`config.mk`:
```
export PLATFORM = sky130hd
export DESIGN_NAME = ptp_rational_clock
export DESIGN_NICKNAME = d
export VERILOG_FILES = /design/src/rtl/ptpclk_pkg.sv /design/src/rtl/ptpclk_ctrl.sv /design/src/rtl/ptpclk_core.sv /design/src/rtl/ptp_rational_clock.sv
export SDC_FILE = /design/constraint.sdc
export NUM_CORES = 1
export LEC_CHECK = 0
export ABC_AREA = 1
export BUFFER_PORTS_ARGS = -buffer_cell sky130_fd_sc_hd__buf_2
export CORE_MARGIN = 4
export CORE_UTILIZATION = 35
export CTS_CLUSTER_DIAMETER = 150
export DETAILED_ROUTE_END_ITERATION = 16
export MAX_ROUTING_LAYER = met4
export PLACE_DENSITY = 0.56
export SYNTH_ARGS = -nofsm -noshare
export SYNTH_HDL_FRONTEND = slang
export SYNTH_SLANG_ARGS = --single-unit
export TNS_END_PERCENT = 50
```
`constraint.sdc`:
```
create_clock -name clk -period 12.7 [get_ports clk]
set_clock_uncertainty 0.15 [all_clocks]
set_input_delay 1.27 -clock clk [delete_from_list [all_inputs] [get_ports clk]]
set_output_delay 1.27 -clock clk [all_outputs]
set_load 0.1 [all_outputs]
```
`src/rtl/ptpclk_pkg.sv`:
```
package ptpclk_pkg;

  typedef enum logic [3:0] {
    REG_PER_WHOLE  = 4'h0,
    REG_PER_NUM    = 4'h1,
    REG_PER_DEN    = 4'h2,
    REG_PER_GO     = 4'h3,
    REG_SET_NS     = 4'h4,
    REG_SET_SEC_HI = 4'h5,
    REG_SET_SEC_LO = 4'h6,
    REG_SET_GO     = 4'h7,
    REG_STEP       = 4'h8,
    REG_STEP_GO    = 4'h9,
    REG_NOW_NS     = 4'hA,
    REG_NOW_SEC_HI = 4'hB,
    REG_NOW_SEC_LO = 4'hC
  } regAddr_e;

  // strobes passed from control to datapath
  typedef struct packed {
    logic periodGo;
    logic loadGo;
    logic stepGo;
    logic snapGo;
  } ctlStrobe_t;

  localparam int STEP_NEG_BIT = 31;

endpackage

```
`src/rtl/ptpclk_ctrl.sv`:
```
module ptpclk_ctrl
  import ptpclk_pkg::*;
#(
  parameter int QUO_W      = 8,
  parameter int FRAC_W     = 32,
  parameter int SEC_W      = 48,
  parameter int NS_PER_SEC = 1000000000,
  parameter int DATA_W     = 32,
  localparam int NS_W      = $clog2(NS_PER_SEC),
  localparam int SEC_HI_W  = SEC_W - DATA_W
) (
  input  logic              clk,
  input  logic              rstN,
  input  logic              wrEn,
  input  logic [3:0]        wrAddr,
  input  logic [DATA_W-1:0] wrData,
  input  logic              rdEn,
  input  logic [3:0]        rdAddr,
  input  logic [QUO_W-1:0]  liveQuo,
  input  logic [FRAC_W-1:0] liveNum,
  input  logic [FRAC_W-1:0] liveDen,
  input  logic [NS_W-1:0]   nowNs,
  input  logic [SEC_W-1:0]  snapSec,
  output ctlStrobe_t        strb,
  output logic [QUO_W-1:0]  shQuo,
  output logic [FRAC_W-1:0] shNum,
  output logic [FRAC_W-1:0] shDen,
  output logic [NS_W-1:0]   shNs,
  output logic [SEC_W-1:0]  shSec,
  output logic [NS_W-1:0]   shStepMag,
  output logic              shStepNeg,
  output logic [DATA_W-1:0] rdData,
  output logic              rdValid
);

  localparam logic [NS_W:0] NS_LIMIT = (NS_W+1)'(NS_PER_SEC);

  logic periodOk;
  logic loadOk;
  logic [DATA_W-1:0] rdMux;

  // a commit is refused when the shadows describe an impossible setting
  assign periodOk = (shDen != '0) && (shNum < shDen);
  assign loadOk   = ({1'b0, shNs} < NS_LIMIT);

  always_comb begin
    strb          = '0;
    strb.periodGo = wrEn && (wrAddr == REG_PER_GO)  && wrData[0] && periodOk;
    strb.loadGo   = wrEn && (wrAddr == REG_SET_GO)  && wrData[0] && loadOk;
    strb.stepGo   = wrEn && (wrAddr == REG_STEP_GO) && wrData[0];
    strb.snapGo   = rdEn && (rdAddr == REG_NOW_NS);
  end

  always_ff @(posedge clk) begin
    if (!rstN) begin
      shQuo     <= '0;
      shNum     <= '0;
      shDen     <= '0;
      shNs      <= '0;
      shSec     <= '0;
      shStepMag <= '0;
      shStepNeg <= 1'b0;
    end else if (wrEn) begin
      case (wrAddr)
        REG_PER_WHOLE:  shQuo <= wrData[QUO_W-1:0];
        REG_PER_NUM:    shNum <= wrData[FRAC_W-1:0];
        REG_PER_DEN:    shDen <= wrData[FRAC_W-1:0];
        REG_SET_NS:     shNs  <= wrData[NS_W-1:0];
        REG_SET_SEC_HI: shSec[SEC_W-1:DATA_W] <= wrData[SEC_HI_W-1:0];
        REG_SET_SEC_LO: shSec[DATA_W-1:0]     <= wrData;
        REG_STEP: begin
          shStepMag <= wrData[NS_W-1:0];
          shStepNeg <= wrData[STEP_NEG_BIT];
        end
        default: ;
      endcase
    end
  end

  always_comb begin
    case (rdAddr)
      REG_PER_WHOLE:  rdMux = DATA_W'(liveQuo);
      REG_PER_NUM:    rdMux = DATA_W'(liveNum);
      REG_PER_DEN:    rdMux = DATA_W'(liveDen);
      REG_NOW_NS:     rdMux = DATA_W'(nowNs);
      REG_NOW_SEC_HI: rdMux = DATA_W'(snapSec[SEC_W-1:DATA_W]);
      REG_NOW_SEC_LO: rdMux = snapSec[DATA_W-1:0];
      default:        rdMux = '0;
    endcase
  end

  always_ff @(posedge clk) begin
    if (!rstN) begin
      rdValid <= 1'b0;
      rdData  <= '0;
    end else begin
      rdValid <= rdEn;
      if (rdEn) rdData <= rdMux;
    end
  end

endmodule

```
`src/rtl/ptpclk_core.sv`:
```
module ptpclk_core
  import ptpclk_pkg::*;
#(
  parameter int QUO_W      = 8,
  parameter int FRAC_W     = 32,
  parameter int SEC_W      = 48,
  parameter int NS_PER_SEC = 1000000000,
  parameter int RST_QUO    = 4,
  localparam int NS_W      = $clog2(NS_PER_SEC),
  localparam int SW        = NS_W + 3
) (
  input  logic              clk,
  input  logic              rstN,
  input  ctlStrobe_t        strb,
  input  logic [QUO_W-1:0]  shQuo,
  input  logic [FRAC_W-1:0] shNum,
  input  logic [FRAC_W-1:0] shDen,
  input  logic [NS_W-1:0]   shNs,
  input  logic [SEC_W-1:0]  shSec,
  input  logic [NS_W-1:0]   shStepMag,
  input  logic              shStepNeg,
  output logic [QUO_W-1:0]  liveQuo,
  output logic [FRAC_W-1:0] liveNum,
  output logic [FRAC_W-1:0] liveDen,
  output logic [NS_W-1:0]   nowNs,
  output logic [SEC_W-1:0]  nowSec,
  output logic [SEC_W-1:0]  snapSec
);

  localparam logic signed [SW-1:0] ONE_SEC = SW'(64'(NS_PER_SEC));
  localparam logic signed [SW-1:0] TWO_SEC = SW'(64'(NS_PER_SEC) * 2);

  logic [FRAC_W-1:0] fracAcc;
  logic [FRAC_W:0]   fracSum;
  logic              extraNs;
  logic [FRAC_W-1:0] fracNext;

  logic signed [SW-1:0] magWide;
  logic signed [SW-1:0] stepDelta;
  logic signed [SW-1:0] rawNs;
  logic signed [SW-1:0] normNs;
  logic signed [2:0]    secMove;
  logic [NS_W-1:0]      nsNext;
  logic [SEC_W-1:0]     secNext;

  // fractional accumulator: one extra nanosecond per overflow
  always_comb begin
    fracSum  = {1'b0, fracAcc} + {1'b0, liveNum};
    extraNs  = (fracSum >= {1'b0, liveDen});
    fracNext = extraNs ? FRAC_W'(fracSum - {1'b0, liveDen}) : FRAC_W'(fracSum);
  end

  // one adder chain serves the tick and an optional signed step
  always_comb begin
    magWide   = SW'(shStepMag);
    if (!strb.stepGo)   stepDelta = '0;
    else if (shStepNeg) stepDelta = -magWide;
    else                stepDelta = magWide;
    rawNs = SW'(nowNs) + SW'(liveQuo) + SW'(extraNs) + stepDelta;

    if (rawNs >= TWO_SEC) begin
      normNs  = rawNs - TWO_SEC;
      secMove = 3'sd2;
    end else if (rawNs >= ONE_SEC) begin
      normNs  = rawNs - ONE_SEC;
      secMove = 3'sd1;
    end else if (rawNs < -ONE_SEC) begin
      normNs  = rawNs + TWO_SEC;
      secMove = -3'sd2;
    end else if (rawNs < 0) begin
      normNs  = rawNs + ONE_SEC;
      secMove = -3'sd1;
    end else begin
      normNs  = rawNs;
      secMove = 3'sd0;
    end
    nsNext  = NS_W'(normNs);
    secNext = nowSec + {{(SEC_W-3){secMove[2]}}, secMove};
  end

  always_ff @(posedge clk) begin
    if (!rstN) begin
      liveQuo <= QUO_W'(RST_QUO);
      liveNum <= '0;
      liveDen <= FRAC_W'(1);
      fracAcc <= '0;
    end else if (strb.periodGo) begin
      liveQuo <= shQuo;
      liveNum <= shNum;
      liveDen <= shDen;
      fracAcc <= '0;
    end else begin
      fracAcc <= fracNext;
    end
  end

  always_ff @(posedge clk) begin
    if (!rstN) begin
      nowNs  <= '0;
      nowSec <= '0;
    end else if (strb.loadGo) begin
      nowNs  <= shNs;
      nowSec <= shSec;
    end else begin
      nowNs  <= nsNext;
      nowSec <= secNext;
    end
  end

  always_ff @(posedge clk) begin
    if (!rstN)            snapSec <= '0;
    else if (strb.snapGo) snapSec <= nowSec;
  end

endmodule

```
`src/rtl/ptp_rational_clock.sv`:
```
module ptp_rational_clock
  import ptpclk_pkg::*;
#(
  parameter int QUO_W      = 8,
  parameter int FRAC_W     = 32,
  parameter int SEC_W      = 48,
  parameter int NS_PER_SEC = 1000000000,
  parameter int RST_QUO    = 4
) (
  input  logic                           clk,
  input  logic                           rstN,
  input  logic                           wrEn,
  input  logic [3:0]                     wrAddr,
  input  logic [31:0]                    wrData,
  input  logic                           rdEn,
  input  logic [3:0]                     rdAddr,
  output logic [31:0]                    rdData,
  output logic                           rdValid,
  output logic [$clog2(NS_PER_SEC)-1:0]  nowNs,
  output logic [SEC_W-1:0]               nowSec
);

  localparam int NS_W = $clog2(NS_PER_SEC);

  ctlStrobe_t        strb;
  logic [QUO_W-1:0]  shQuo, liveQuo;
  logic [FRAC_W-1:0] shNum, shDen, liveNum, liveDen;
  logic [NS_W-1:0]   shNs, shStepMag;
  logic [SEC_W-1:0]  shSec, snapSec;
  logic              shStepNeg;

  ptpclk_ctrl #(
    .QUO_W(QUO_W), .FRAC_W(FRAC_W), .SEC_W(SEC_W),
    .NS_PER_SEC(NS_PER_SEC), .DATA_W(32)
  ) u_ctrl (
    .clk(clk), .rstN(rstN),
    .wrEn(wrEn), .wrAddr(wrAddr), .wrData(wrData),
    .rdEn(rdEn), .rdAddr(rdAddr),
    .liveQuo(liveQuo), .liveNum(liveNum), .liveDen(liveDen),
    .nowNs(nowNs), .snapSec(snapSec),
    .strb(strb),
    .shQuo(shQuo), .shNum(shNum), .shDen(shDen),
    .shNs(shNs), .shSec(shSec),
    .shStepMag(shStepMag), .shStepNeg(shStepNeg),
    .rdData(rdData), .rdValid(rdValid)
  );

  ptpclk_core #(
    .QUO_W(QUO_W), .FRAC_W(FRAC_W), .SEC_W(SEC_W),
    .NS_PER_SEC(NS_PER_SEC), .RST_QUO(RST_QUO)
  ) u_core (
    .clk(clk), .rstN(rstN), .strb(strb),
    .shQuo(shQuo), .shNum(shNum), .shDen(shDen),
    .shNs(shNs), .shSec(shSec),
    .shStepMag(shStepMag), .shStepNeg(shStepNeg),
    .liveQuo(liveQuo), .liveNum(liveNum), .liveDen(liveDen),
    .nowNs(nowNs), .nowSec(nowSec), .snapSec(snapSec)
  );

endmodule

```
Yosys cells after proc, flatten, opt, wreduce, memory -nomap -nowiden
Index checks and enable logic that the tools add are counted.
- add/subtract/negate cells: 11
- order comparisons: 7
- eq/ne operators: 14
- multiplexer cells: 14
- bitwise gates (word level): 1
- reductions and logical operators: 21
- operator list (operator ; number):
    32-bit case mux with 6 select lines ; 1
    30-bit two-way mux ; 5
    33-bit two-way mux ; 2
    48-bit adder ; 1
    48-bit two-way mux ; 1
    32-bit by 32-bit adder with 33-bit output ; 1
    33-bit by 1-bit adder with 33-bit output ; 1
    33-bit adder ; 1
    33-bit by 31-bit greater-or-equal comparator with 1-bit output, second input constant ; 1
    33-bit by 32-bit greater-or-equal comparator with 1-bit output ; 1
    33-bit by 32-bit greater-or-equal comparator with 1-bit output, second input constant ; 1
    33-bit by 1-bit less-than comparator with 1-bit output, second input constant ; 1
    33-bit by 31-bit less-than comparator with 1-bit output, second input constant ; 1
    30-bit negation with 33-bit output ; 1
    32-bit less-than comparator ; 1
    32-bit two-way mux ; 1
    32-bit nonzero test ; 1
    32-bit subtractor ; 1
    30-bit by 8-bit adder with 31-bit output ; 1
    30-bit by 28-bit adder with 30-bit output, second input constant ; 1
    30-bit by 29-bit adder with 30-bit output, second input constant ; 1
    30-bit less-than comparator, second input constant ; 1
    30-bit by 28-bit subtractor with 30-bit output, second input constant ; 1
    30-bit by 29-bit subtractor with 30-bit output, second input constant ; 1
    10 further kinds ; 39
- bits in registers: 444
- bits of input ports: 44
- output and inout bits: 111
- word-level logic and storage cells: 85

Depth between registers and ports, before layout
Gate-level depths: netlist of run 1.
- depth after elaboration: 12
- gate-level depth with buffers: 74

Cells and area by module
From an unflattened synthesis of run 1, not the netlist that was laid out.
- cell total of the unflattened synthesis: 4795
- area total of the unflattened synthesis: 30748.2 sq um
- by module, submodules not included (module ; times used ; cells each ; area an instance (sq um) ; seq. area each (sq um)):
    ptpclk_core ; 1 ; 3495 ; 21389.3 ; 4604.4
    ptpclk_ctrl ; 1 ; 1300 ; 9359.0 ; 4284.1

Least setup slack after synthesis of run 1
OpenSTA, ideal clock, no wires.
- path type: reg2reg
- from: register u_core.liveNum[0]
- to: register u_core.nowSec[35]
- library setup time: 0.109 ns
- data arrival time: 9.957 ns
- data required time: 12.441 ns
- setup slack: 2.484 ns
- stages on the path, launching flop included: 65
- path buffers: 2
- clock period less this slack: 10.216 ns
- path through: dfxtp_1 -> ha_1 -> fa_1 -> nand3_1 -> nand2_1 -> nand2_1 -> nand2_1 -> a21boi_1 -> o21ai_0 -> a21boi_1 -> o21ai_2 -> a21oi_1 -> xnor2_1 -> ha_1 -> a21oi_1 -> o21a_1 -> a21boi_0 -> nand3_1 -> (+29 left out) -> ha_1 -> a21oi_1 -> nand2_1 -> a21oi_1 -> o21ai_1 -> a21boi_0 -> o21ai_1 -> a21o_1 -> nand2_1 -> nand2_1 -> a21oi_1 -> o21ai_1 -> nand2_1 -> nand2_1 -> nand2_1 -> nand3_1 -> nand2_1 -> inv_1
- longest elaborated chain between the ends: 11
- elaborated cells on any way between the ends: 14
- RTL lines (item ; RTL line ; RTL):
    start, declared ; ptpclk_core.sv:23 ; output logic [FRAC_W-1:0] liveNum,
    start signal, assigned ; ptpclk_core.sv:89 ; liveNum <= shNum;
    32-bit by 32-bit adder with 33-bit output * ; ptpclk_core.sv:48 ; fracSum = {1'b0, fracAcc} + {1'b0, liveNum};
    33-bit by 32-bit greater-or-equal comparator with 1-bit output * ; ptpclk_core.sv:49 ; extraNs = (fracSum >= {1'b0, liveDen});
    33-bit by 1-bit adder with 33-bit output * ; ptpclk_core.sv:59 ; rawNs = SW'(nowNs) + SW'(liveQuo) + SW'(extraNs) + stepDelta;
    33-bit adder * ; ptpclk_core.sv:59 ;
    33-bit by 1-bit less-than comparator with 1-bit output ; ptpclk_core.sv:70 ; end else if (rawNs < 0) begin
    3-bit two-way mux ; ptpclk_core.sv:70 ;
    3-bit two-way mux ; ptpclk_core.sv:67 ; end else if (rawNs < -ONE_SEC) begin
    3-bit two-way mux ; ptpclk_core.sv:64 ; end else if (rawNs >= ONE_SEC) begin
    3-bit two-way mux * ; ptpclk_core.sv:61 ; if (rawNs >= TWO_SEC) begin
    48-bit adder * ; ptpclk_core.sv:78 ; secNext = nowSec + {{(SEC_W-3){secMove[2]}}, secMove};
    48-bit two-way mux * ; ptpclk_core.sv:101 ; end else if (strb.loadGo) begin
    end signal, assigned ; ptpclk_core.sv:103 ; nowSec <= shSec;
    end signal, assigned ; ptpclk_core.sv:106 ; nowSec <= secNext;
    end, declared ; ptpclk_core.sv:26 ; output logic [SEC_W-1:0] nowSec,
Every way passes the cells marked *; elsewhere a longest branch is shown, timed or not.
A chain may end at the register's enable or synchronous reset.

Final worst setup path of run 1
- from: register u_core.liveNum[2]
- to: register u_core.nowSec[39]
The elaborated chain is that of the path after synthesis.

==> results of run 1 <==
[state kept, by name, indices dropped and copies added (netlist names), 8 cells and up]
register          flops
u_core.fracAcc       32
u_core.liveDen       32
u_core.liveNum       32
u_core.liveQuo        8
u_core.nowNs         30
u_core.nowSec        48
u_core.snapSec       48
u_ctrl.rdData        32
u_ctrl.shDen         32
u_ctrl.shNs          30
u_ctrl.shNum         32
u_ctrl.shQuo          8
u_ctrl.shSec         48
u_ctrl.shStepMag     30
[cell families (layout without fill, tap and decap cells)]
logic type               Yosys count  count (layout)
AO/OA/AOI/OAI                   1186            1186
AND/OR/NAND/NOR                 1816            1816
adder cells (fa/ha/maj)          196             196
flip-flops                       444             444
multiplexers                       5               5
other                              0              10
XOR/XNOR                         164             164
buffers and inverters            708             801
[layer usage]
layer | GRT usage | up-vias
met5 | - | -
met4 | 0.0829 | 0
met3 | 0.0317 | 177
met2 | 0.391 | 1172
met1 | 0.389 | 14500
li1 | - | 15100
[path summary, 6_finish.rpt]
check / startpoint / to / slack (ns) / cells past startpoint
worst min register to register: u_ctrl.shQuo[6] / u_ctrl.shQuo[6] / 0.30 / 2
worst min-delay path: u_ctrl.shQuo[6] / u_ctrl.shQuo[6] / 0.30 / 2
worst max-delay path: u_core.liveNum[2] / u_core.nowSec[39] / 1.11 / 59
worst max register to register: u_core.liveNum[2] / u_core.nowSec[39] / 1.11 / 59
[layout make-up]
type | instances | area [sq um] | area share
Inverter | 534 | 2000 | 0.0609
Sequential cell | 444 | 8890 | 0.270
Antenna cell | 10 | 25.0 | 0.000760
Multi-Input combinational cell | 3367 | 18000 | 0.548
Clock buffer | 68 | 1360 | 0.0412
Clock inverter | 17 | 191 | 0.00582
Timing Repair Buffer | 182 | 1000 | 0.0304
Tap cell | 1134 | 1420 | 0.0431
[critical path, delay by kind of cell (launching register included)]
family	cells	cell delay (ns)
buffers and inverters	3	0.50
AND/OR/NAND/NOR	27	2.98
adder cells (fa/ha/maj)	6	2.36
flip-flops	1	0.33
XOR/XNOR	2	0.83
AO/OA/AOI/OAI	21	4.33
[placed cells by master (no fill, tap or decap), types with 15 or more instances in the layout]
master,Yosys,layout
o221ai_1,16,16
nand4_1,51,51
inv_2,19,20
ha_1,190,190
clkbuf_16,0,48
xnor2_1,62,62
o21a_1,16,16
inv_1,510,509
a221oi_1,15,15
a21oi_1,488,488
o21ai_0,498,498
nor2_1,559,557
nand2_2,31,32
buf_2,11,153
a31oi_1,16,16
nor3_1,52,51
nand2_1,867,866
buf_4,6,27
o211ai_1,21,21
nand3_1,185,182
o21ai_1,25,25
dfxtp_1,444,444
xor2_1,101,101
[power by group through the flow]
stage | clock network [W] | logic, W | registers, W
floorplan | 0 | 0.000820 | 0.00160
global placement | 0 | 0.00119 | 0.00154
detailed placement | 0 | 0.00118 | 0.00154
CTS | 0.00143 | 0.00119 | 0.00151
global route | 0.00149 | 0.00134 | 0.00152
finish | 0.00141 | 0.00120 | 0.00151
[per-stage QoR]
step | area, sq um | util | power [W] | instances | setup slack (ns)
2_1_floorplan | 29600 | - | 0.00242 | 4519 | 2.48
5_1_grt | 32900 | 0.392 | 0.00434 | 5749 | 0.0279
3_3_place_gp | 31300 | 0.374 | 0.00273 | 5661 | 1.51
3_5_place_dp | 31300 | 0.374 | 0.00272 | 5661 | 1.35
6_report | 32900 | 0.393 | 0.00412 | 5756 | 1.11
4_1_cts | 32900 | 0.392 | 0.00413 | 5746 | 1.26
==> flow_summary.json, run 1 <==
{
  "startpoint_type": "flop",
  "hpwl_microns": 94600,
  "start_util": 0.353,
  "ioPinCount": 155,
  "yosysWarnings": 0,
  "clockBufferDepth": 3,
  "postCtsResizedCells": 0,
  "synth_cell_type_count": 62,
  "fin_setup_tns_ns": 0,
  "first_pass_iters": 6,
  "highest_layer": "met4",
  "ys_top_cells_by_area": "dfxtp_1, nand2_1, o21ai_0",
  "cts_max_level": 2,
  "die_x_microns": 299,
  "drive_gt1_frac": 0.0783,
  "antenna_left": 0,
  "grtUsageTotal": 0.269,
  "synth-xor-area-share": 0.0488,
  "vias_per_cell": 5.37,
  "period_needed_ns": 11.59,
  "cts_buffers": 47,
  "synthAdderAreaFrac": 0.0843,
  "worstPathArrival_ns": 11.93,
  "cpPeakStageDelay_ns": 0.63,
  "slew_headroom": 0.231,
  "min_period_over_period": 0.912,
  "synth_compound_area_frac": 0.217,
  "syn2layout_area_growth_pct": 11.1,
  "slew_viol_final": 0,
  "fill_cells": 9233,
  "rsz0062_at_grt": "false",
  "netSwitchingPower_w": 0.00146,
  "m1WireLength_microns": 57800,
  "grt_max_degree": 210,
  "wl_met2_microns": 51300,
  "cts_tree": "yes",
  "critical_path_class": "flop to flop",
  "core-area_sq_um": 83800,
  "wirelength_microns": 122000,
  "ys_seq_elements": 444,
  "netlist_instances": 4519,
  "tightest_slew_ns": 1.15,
  "final_nets": 4816,
  "yosysSeqAreaShare": 0.300,
  "seq_power_share": 0.367,
  "synth_top_area_share": 0.300,
  "num_vias": 30900,
  "end_kind": "flop",
  "cts_setup_buffers": 0,
  "crit_fanout": 30,
  "grt_pass1_wl_microns": 180000,
  "drv_cap": 0,
  "synth_top_family_by_area": "simple AND/OR/NAND/NOR gates",
  "irDropWorstVdd_uv": 87.7,
  "clock-sinks": 444,
  "worstHoldPathType": "flop to flop",
  "synthTopCellsByCount": "nand2_1, nor2_1, inv_1, o21ai_0, a21oi_1",
  "synth_edf_count": 0,
  "pwr-share-clk": 0.342,
  "synth_most_common_cell": "nand2_1",
  "crit_path_frequent_cell": "nand2_1",
  "cts_hold_buffers": 0,
  "die_area_sq_um": 89300,
  "worstSkewPairLatency_ns": 0.61,
  "synthFlopType": "dfxtp_1",
  "power.density_cell_area_nw_per_um2": 125,
  "synth_mux_area_frac": 0.00169,
  "swShare": 0.355,
  "hold_slack_ns": 0.305,
  "antenna_found_initial": 12,
  "power_leakage_nw": 15.4,
  "drtIter0Drc": 3288,
  "placementRows": 106,
  "numPortBuffers": 154,
  "route.detailed.drc": 0,
  "status": "finished clean",
  "synthesis.area_sq_um": 29600,
  "routed-wl-met3_microns": 9200,
  "path_clk_slew_ns": 0.07,
  "yosysTopAreaCell": "dfxtp_1",
  "syn-num-nets": 4759,
  "comb_power_share": 0.291,
  "yosys.area_share.simple": 0.256,
  "synthArstFlopShare": 0,
  "grt_pass1_vias": 28200,
  "crit_required_ns": 13.04,
  "wl_per_cell_microns": 21.3,
  "max_freq_ghz": 0.0863,
  "finalHoldViolations": 0,
  "p_int_w": 0.00266,
  "finalSetupViolations": 0,
  "gp_congestion": 0.978,
  "root_buffer": "clkbuf_16",
  "fp.dieH_microns": 299,
  "avgSynthCellArea_sq_um": 6.55,
  "gr-total-overflow": 0,
  "cp_slowest_cell": "xor2_1"
}
Power figures use the tool's default switching activity.
==> run 2: changes to the inputs <==
CELL_PAD_IN_SITES_DETAIL_PLACEMENT = 1   (was unset)
CELL_PAD_IN_SITES_GLOBAL_PLACEMENT = 1   (was unset)
PLACE_DENSITY = unset   (was 0.56)
PLACE_DENSITY_LB_ADDON = 0.1   (was unset)
==> run 2 against run 1 <==
Global-route usage up 3.1 points. Largest cell class unchanged. Final area up 0.84%. Sequential power about the same.
==> flow_summary.json, run 2 (synthesized netlist as in run 1, its figures left out) <==
{
  "placementRows": 106,
  "cp_top_family": "simple AND/OR/NAND/NOR gates",
  "gr-total-overflow": 0,
  "crit_required_ns": 13.10,
  "worstPathArrival_ns": 11.76,
  "period_needed_ns": 11.37,
  "clockBufferDepth": 3,
  "irDropWorstVdd_uv": 125,
  "grt_max_degree": 112,
  "route.detailed.drc": 0,
  "slew_headroom": 0.172,
  "die_x_microns": 299,
  "fill_cells": 11100,
  "power_w": 0.00434,
  "crit_start": "u_core.liveNum[2]",
  "cp_slowest_cell": "fa_1",
  "root_buffer": "clkbuf_16",
  "layout_commonest_cell": "nand2_1",
  "slew_viol_final": 0,
  "tightest_slew_ns": 1.23,
  "wl_per_cell_microns": 23.4,
  "cpPeakStageDelay_ns": 0.56,
  "start_util": 0.353,
  "multi_input_area_sq_um": 18000,
  "max_freq_ghz": 0.0880,
  "wirelength_microns": 135000,
  "cts_tree": "yes",
  "cts_buffers": 51,
  "grt_pass1_vias": 30700,
  "timing.rr.start": "u_core.liveNum[2]",
  "finalSetupViolations": 0,
  "crit_path_frequent_cell": "nand2_1",
  "ff_latch_area_sq_um": 8890,
  "crit_fanout": 30,
  "cts_max_level": 2,
  "end_kind": "flop",
  "min_period_over_period": 0.895,
  "top_regs": "u_core.nowSec: 48 flops, u_core.snapSec: 48 flops, u_ctrl.shSec: 48 flops",
  "cts_hold_buffers": 0,
  "hpwl_microns": 105000,
  "status": "finished clean",
  "power.density_cell_area_nw_per_um2": 131,
  "grtUsageTotal": 0.300,
  "vias_per_cell": 5.44,
  "ioPinCount": 155,
  "cp_num_buf_inv": 3,
  "fin_setup_tns_ns": 0,
  "critical_path_class": "flop to flop",
  "fp.dieH_microns": 299,
  "core-area_sq_um": 83800,
  "finalHoldViolations": 0,
  "final_nets": 4826,
  "most-common-layout-cells": "nand2_1, nor2_1, inv_1, o21ai_0, a21oi_1",
  "r2r_slack_ns": 1.33,
  "worstHoldPathType": "flop to flop",
  "worstSkewPairLatency_ns": 0.61,
  "numPortBuffers": 154,
  "antenna_found_initial": 11,
  "clock-sinks": 444,
  "power_leakage_nw": 15.6,
  "startpoint_type": "flop",
  "path_clk_slew_ns": 0.06,
  "grt_pass1_wl_microns": 199000,
  "drv_cap": 0,
  "gp_congestion": 0.948,
  "worstHoldStart": "u_core.snapSec[44]",
  "antenna_left": 0,
  "num_vias": 31400,
  "first_pass_iters": 6,
  "die_area_sq_um": 89300,
  "drive_gt1_frac": 0.0826,
  "drtIter0Drc": 2663,
  "rsz0062_at_grt": "false",
  "syn2layout_area_growth_pct": 12.1,
  "hold_slack_ns": 0.302
}
[run 2: cell count changes in the layout (fill, tap and decap cells not counted), moves of 2 or more]
cell | previous run | this run
buf_4 | 27 | 33
clkbuf_8 | 9 | 15
diode_2 | 10 | 6
clkbuf_1 | 12 | 8
bufinv_16 | 3 | 5
a21boi_0 | 8 | 6
clkbuf_16 | 48 | 52
[run 2: through the flow]
stage	instances	worst slack, ns	util	instance area [sq um]
CTS	5759	0.556	0.396	33200
global route	5763	0.0547	0.396	33200
finish	5765	1.33	0.396	33200
detailed placement	5667	0.608	0.374	31400
floorplan	4519	2.48	-	29600
global placement	5667	1.03	0.374	31400
[run 2: repair_timing]
action,4_1_cts,5_1_grt
endpoints found under the setup margin,0,22
gates resized for setup,0,7
setup buffers,0,0
endpoints found under the hold margin,0,0
[run 2: power breakdown]
group	leakage [nW]	total, W	internal, W	switching [W]
Combinational	11.1	0.00123	0.000392	0.000841
Sequential	3.60	0.00152	0.00146	0.0000535
Clock	0.876	0.00159	0.000939	0.000648
[run 2: per-layer routing]
metal  part of all wire  vias to the layer above  global-route usage
met2               0.43                      826               0.451
li1                   -                    15100                   -
met3              0.058                      127              0.0336
met1               0.49                    15300               0.430
met4              0.024                        0              0.0722
met5                  0                        -                   -
[run 2: tightest hold or removal path, cell delays in order, from the launching register on]
cell     delay (ns)
dfxtp_1        0.30
inv_1          0.06
a21oi_1        0.05
[run 2: layout make-up]
cell class                 instances  share of cell area
timing repair buffer             188              0.0313
antenna                            6            0.000452
clock buffer                      75              0.0463
inverter                         534              0.0604
multi-input combinational       3367               0.544
sequential                       444               0.268
clock inverter                    17             0.00709
tap                             1134              0.0428
[run 2: final timing paths]
kind	cells after the start	end
min	2	u_core.snapSec[44]
max reg2reg	63	u_core.nowSec[38]
min reg2reg	2	u_core.snapSec[44]
max	63	u_core.nowSec[38]
